## src/rtl/dfs_pkg.sv

```systemverilog
package dfs_pkg;

    localparam int FLT_KINDS = 18;
    localparam int KIDX_W    = $clog2(FLT_KINDS);
    localparam int CODE_W    = 5;

    localparam int K_L1_EXT  = 2;
    localparam int K_L2_EXT  = 3;
    localparam int K_NT_EXT  = 14;
    localparam int K_IMP_EXT = 15;
    localparam int K_IMP_PAR = 16;

    typedef enum logic [1:0] {
        UPD_HOLD,
        UPD_SOFT,
        UPD_PRECISE,
        UPD_IMPRECISE
    } upd_e;

    // Status code {hi bit, low nibble} per fault kind index
    function automatic logic [CODE_W-1:0] kind_code(input logic [KIDX_W-1:0] k);
        logic [CODE_W-1:0] c;
        case (k)
            5'd0:    c = 5'b00001;
            5'd1:    c = 5'b00100;
            5'd2:    c = 5'b01100;
            5'd3:    c = 5'b01110;
            5'd4:    c = 5'b11100;
            5'd5:    c = 5'b11110;
            5'd6:    c = 5'b00101;
            5'd7:    c = 5'b00111;
            5'd8:    c = 5'b00011;
            5'd9:    c = 5'b00110;
            5'd10:   c = 5'b01001;
            5'd11:   c = 5'b01011;
            5'd12:   c = 5'b01101;
            5'd13:   c = 5'b01111;
            5'd14:   c = 5'b01000;
            5'd15:   c = 5'b10110;
            5'd16:   c = 5'b11000;
            5'd17:   c = 5'b00010;
            default: c = 5'b00000;
        endcase
        return c;
    endfunction

endpackage

```

## src/rtl/dfs_prio_sel.sv

```systemverilog
module dfs_prio_sel #(
    parameter int N      = 18,
    parameter int IDX_W  = $clog2(N)
) (
    input  logic [N-1:0]     req,
    output logic [N-1:0]     grant,
    output logic [IDX_W-1:0] idx,
    output logic             hit
);

    logic [N:0] seen;

    assign seen[0] = 1'b0;

    for (genvar i = 0; i < N; i++) begin : g_chain
        assign grant[i]  = req[i] & ~seen[i];
        assign seen[i+1] = seen[i] | req[i];
    end

    assign hit = seen[N];

    always_comb begin
        idx = '0;
        for (int j = 0; j < N; j++) begin
            if (grant[j]) begin
                idx = IDX_W'(j);
            end
        end
    end

endmodule

```

## src/rtl/dfs_code_map.sv

```systemverilog
module dfs_code_map
    import dfs_pkg::*;
(
    input  logic [KIDX_W-1:0] idx,
    input  logic              hit,
    output logic [CODE_W-1:0] code,
    output logic              ext_precise,
    output logic              imprecise
);

    always_comb begin
        code        = kind_code(idx);
        ext_precise = hit && ((idx == KIDX_W'(K_L1_EXT)) ||
                              (idx == KIDX_W'(K_L2_EXT)) ||
                              (idx == KIDX_W'(K_NT_EXT)));
        imprecise   = hit && ((idx == KIDX_W'(K_IMP_EXT)) ||
                              (idx == KIDX_W'(K_IMP_PAR)));
    end

endmodule

```

## src/rtl/dfs_reg.sv

```systemverilog
module dfs_reg
    import dfs_pkg::*;
#(
    parameter int WORD_W = 32,
    parameter int DOM_W  = 4
) (
    input  logic              clk,
    input  logic              rst_n,
    input  upd_e              upd,
    input  logic [CODE_W-1:0] code,
    input  logic              slave_bit,
    input  logic              rw,
    input  logic [DOM_W-1:0]  dom,
    input  logic [WORD_W-1:0] sw_wdata,
    output logic [WORD_W-1:0] word
);

    localparam int POS_SLV = 12;
    localparam int POS_RW  = 11;
    localparam int POS_SHI = 10;
    localparam int DOM_LSB = 4;
    localparam logic [WORD_W-1:0] WMASK =
        WORD_W'((64'd1 << (POS_SLV + 1)) - 64'd1) & ~WORD_W'(64'h300);

    logic [WORD_W-1:0] precise_word;

    always_comb begin
        precise_word                       = '0;
        precise_word[POS_SLV]              = slave_bit;
        precise_word[POS_RW]               = rw;
        precise_word[POS_SHI]              = code[4];
        precise_word[DOM_LSB +: DOM_W]     = dom;
        precise_word[3:0]                  = code[3:0];
    end

    always_ff @(posedge clk) begin
        if (!rst_n) begin
            word <= '0;
        end else begin
            unique case (upd)
                UPD_HOLD:      word      <= word;
                UPD_SOFT:      word      <= sw_wdata & WMASK;
                UPD_PRECISE:   word      <= precise_word;
                UPD_IMPRECISE: word[3:0] <= code[3:0];
                default:       word      <= word;
            endcase
        end
    end

endmodule

```

## src/rtl/dfs_capture.sv

```systemverilog
module dfs_capture
    import dfs_pkg::*;
#(
    parameter int WORD_W = 32,
    parameter int DOM_W  = 4
) (
    input  logic                 clk,
    input  logic                 rst_n,
    input  logic                 flt_valid,
    input  logic [FLT_KINDS-1:0] flt_flags,
    input  logic                 flt_write,
    input  logic [DOM_W-1:0]     flt_domain,
    input  logic                 flt_slave_err,
    input  logic                 sw_we,
    input  logic [WORD_W-1:0]    sw_wdata,
    output logic [WORD_W-1:0]    status_word
);

    logic [FLT_KINDS-1:0] grant;
    logic [KIDX_W-1:0]    win_idx;
    logic                 any_flag;
    logic [CODE_W-1:0]    win_code;
    logic                 win_ext;
    logic                 win_imp;
    upd_e                 upd;

    dfs_prio_sel #(.N(FLT_KINDS), .IDX_W(KIDX_W)) u_prio (
        .req   (flt_flags),
        .grant (grant),
        .idx   (win_idx),
        .hit   (any_flag)
    );

    dfs_code_map u_map (
        .idx         (win_idx),
        .hit         (any_flag),
        .code        (win_code),
        .ext_precise (win_ext),
        .imprecise   (win_imp)
    );

    // Per-cycle update decision; capture outranks software write
    always_comb begin
        if (flt_valid && any_flag) begin
            upd = win_imp ? UPD_IMPRECISE : UPD_PRECISE;
        end else if (sw_we) begin
            upd = UPD_SOFT;
        end else begin
            upd = UPD_HOLD;
        end
    end

    dfs_reg #(.WORD_W(WORD_W), .DOM_W(DOM_W)) u_reg (
        .clk       (clk),
        .rst_n     (rst_n),
        .upd       (upd),
        .code      (win_code),
        .slave_bit (win_ext & flt_slave_err),
        .rw        (flt_write),
        .dom       (flt_domain),
        .sw_wdata  (sw_wdata),
        .word      (status_word)
    );

endmodule

```

## config.mk

```make
export PLATFORM = sky130hd
export DESIGN_NAME = dfs_capture
export DESIGN_NICKNAME = d
export VERILOG_FILES = /design/src/rtl/dfs_pkg.sv /design/src/rtl/dfs_prio_sel.sv /design/src/rtl/dfs_code_map.sv /design/src/rtl/dfs_reg.sv /design/src/rtl/dfs_capture.sv
export SDC_FILE = /design/constraint.sdc
export NUM_CORES = 1
export LEC_CHECK = 0
export BUFFER_PORTS_ARGS = -buffer_cell sky130_fd_sc_hd__buf_2
export CORE_MARGIN = 8
export CORE_UTILIZATION = 37
export DETAILED_ROUTE_END_ITERATION = 8
export PLACE_DENSITY = 0.84
export SLEW_MARGIN = 25
export SYNTH_ARGS = -nofsm -noshare
export SYNTH_HDL_FRONTEND = slang
export SYNTH_HIERARCHICAL = 1
export SYNTH_SLANG_ARGS = --single-unit
```

## constraint.sdc

```tcl
create_clock -name clk -period 2.7 [get_ports clk]
set_input_delay 0 -clock clk [delete_from_list [all_inputs] [get_ports clk]]
set_output_delay 0 -clock clk [all_outputs]
set_load 0.005 [all_outputs]
```

==> run summary <==
======================================================================================
Number of flip-flops under the largest register name                                11
Share of post-route cells with drive strength above 1                            36.3%
DRT antenna net count                                                                0
Sum of negative setup slack                                                       0 ps
GR met1 Demand/Resource                                                          11.4%
Top reg by flops                                                            u_reg/word
Pin slew with the least headroom to its limit                                   547 ps
Total global routing overflow                                                        0
Core area                                                                     3050 um2
Largest clock skew in the final design                                            0 ps
Regs by FF count                                                          u_reg/word: 11 flops
Signed area change from the synthesized netlist to the final layout              22.8%
Number of top-level pins                                                            92
Number of warnings issued by yosys                                                   6
Detailed Route Iter0 Violations                                                     27
Element type at the critical path end                                         register
Hold slack final                                                               20.4 ps
Number of setup violations in the final report                                       0
Resized cells post-CTS                                                               0
Die Footprint                                                                 5260 um2
Slew Limit Headroom                                                              63.4%
CTS HTree Levels                                                                     1
Final core occ                                                                   47.5%
Diodes inserted                                                                      0
Cell area after technology mapping                                            1180 um2
Hpwl dp                                                                        2.60 mm
Global-route wire length before repair                                         4.75 mm
Gate Count Post-Synth                                                              148
Clock latency on the worst-skew pair                                            270 ps
Fillers                                                                            329
Kind of start point of the critical path                                  primary input
Count of port buffers added during placement                                        49
Area taken by multi-input logic gates                                          803 um2
Count of unresolved DRC violations after routing                                     0
GRT Resource Usage Total                                                         10.9%
Part of the cycle the worst path needs                                           90.3%
Clock slew at the register clock pins of the worst setup and hold paths          70 ps
Data arrival time of the critical path                                         2580 ps
Maximum number of pins on one net before global-route repair                        15
# Post-CTS Setup Buffers                                                             0
Max-cap check violation count                                                        0
FF/Latch Area                                                                  220 um2
Global routing usage on met3                                                     2.34%
Leak Pwr                                                                      0.730 nW
Number of max-slew violations in the final report                                    0
Chip width                                                                     72.5 um
CP max-delay cell                                                                or3_4
Starting density of the core                                                     38.7%
Number of antenna violations at the first check in global routing                    0
Status                                                                    finished, final reports clean
Final net count                                                                    269
First-pass iteration count of the detailed router                                    4
Number of buffers inserted during clock tree synthesis                               3
Chain of cells forming the critical path                                  buf_2 > nor4_4 > nand3_2 > or3_4 > o32ai_1 > nor3_2 > nand2_1 > a21boi_1 > mux2_4 > inv_1 > ha_1 > buf_4 > mux2i_1 > a21oi_1
Via density per instance                                                          4.56
Delay of the slowest critical-path stage                                        350 ps
Die H                                                                          72.5 um
Clock tree from TritonCTS                                                         done
CTS root buf                                                                  clkbuf_4
Peak supply drop                                                            0.000267 V
Data required time of the critical path                                        2850 ps
Setup CP Type                                                                in -> reg
Maximum clock rate                                                           0.410 GHz
PwrDens                                                                     315 nW/um2
Worst hold path type                                                         in -> reg
Top fanout value on the critical path                                                7
Unrepaired setup endpoints after global routing                                     no
Weighted congestion at the end of routability-driven global placement            0.880
Max clock buf depth                                                                  2
Final hold violation count                                                           0
Floorplan row count                                                                 20
Number of vias in the routed layout                                               1131
Hold-fix buffers at CTS                                                              0
Wire length after detailed routing                                             3.00 mm
Routed WL per cell                                                             12.1 um
Post-layout minimum cycle time                                                 2440 ps
Via count of the first global-routing pass                                        1093
Peak-usage layer in the global routing report                                     met2
Met2 capacity usage during global routing                                        20.8%
Sinks on Clock Net                                                                  11
Syn_area_per_cell                                                             7.99 um2
======================================================================================
final cells by class:
type	instances	share of cell area, %
repair buffers	59	22.1
flip-flops and latches	11	15.2
well taps	44	3.79
multi-input cells	123	55.3
clock buffers	4	1.81
inverters	7	1.81
power breakdown:
part / leakage, nW / switching, mW / internal, mW
registers: 0.0914 / 0.00673 / 0.178
clock network: 0.0150 / 0.0545 / 0.0573
logic: 0.623 / 0.0806 / 0.0799
total: 0.730 / 0.142 / 0.315
layer usage:
metal / vias up / wire length (um)
met1: 510 / 1210
met3: 2 / 154
li1: 592 / -
met2: 27 / 1610
met5: - / 0
met4: 0 / 21
critical path, delay by kind of cell:
kind / cells / cell delay, ps
simple gates: 5 / 1040
mux: 2 / 500
compound gates: 3 / 430
buf+inv: 3 / 420
fa+ha+maj: 1 / 200
stage by stage:
| step | instances | power, mW | cell area [um2] | worst slack [ps] |
|---|---|---|---|---|
| 3_3_place_gp | 244 | 0.344 | 1430 | 84.3 |
| 3_5_place_dp | 244 | 0.348 | 1430 | 4.22 |
| 6_report | 248 | 0.457 | 1450 | 261 |
| 5_1_grt | 248 | 0.494 | 1450 | 28.3 |
| 2_1_floorplan | 168 | 0.301 | 1260 | 152 |
| 4_1_cts | 248 | 0.461 | 1450 | 272 |
layout by cell type (no fill, tap or decap), types with 2 or more instances in the layout:
master	instances
mux2i_1	8
clkbuf_4	3
nor2_1	9
inv_1	7
ha_1	4
a21oi_1	12
a211oi_1	2
nor2b_1	4
and2_1	2
o211a_1	3
conb_1	21
nand3_1	2
nor4_2	2
buf_4	10
mux2_2	3
nand2b_1	6
nand2_1	6
o21ai_0	9
o21ai_1	3
nor3_1	5
dfxtp_1	11
buf_2	49
path summary, 6_finish.rpt:
check,startpoint,endpoint,slack [ps],cells after the start
max,flt_flags[2],u_reg/word[4],260,14
min reg2reg,u_reg/word[12],u_reg/word[12],520,2
min,sw_wdata[10],u_reg/word[10],20,3
max reg2reg,u_reg/word[1],u_reg/word[1],2020,2
No activity file was read; power rests on OpenSTA's default activity.
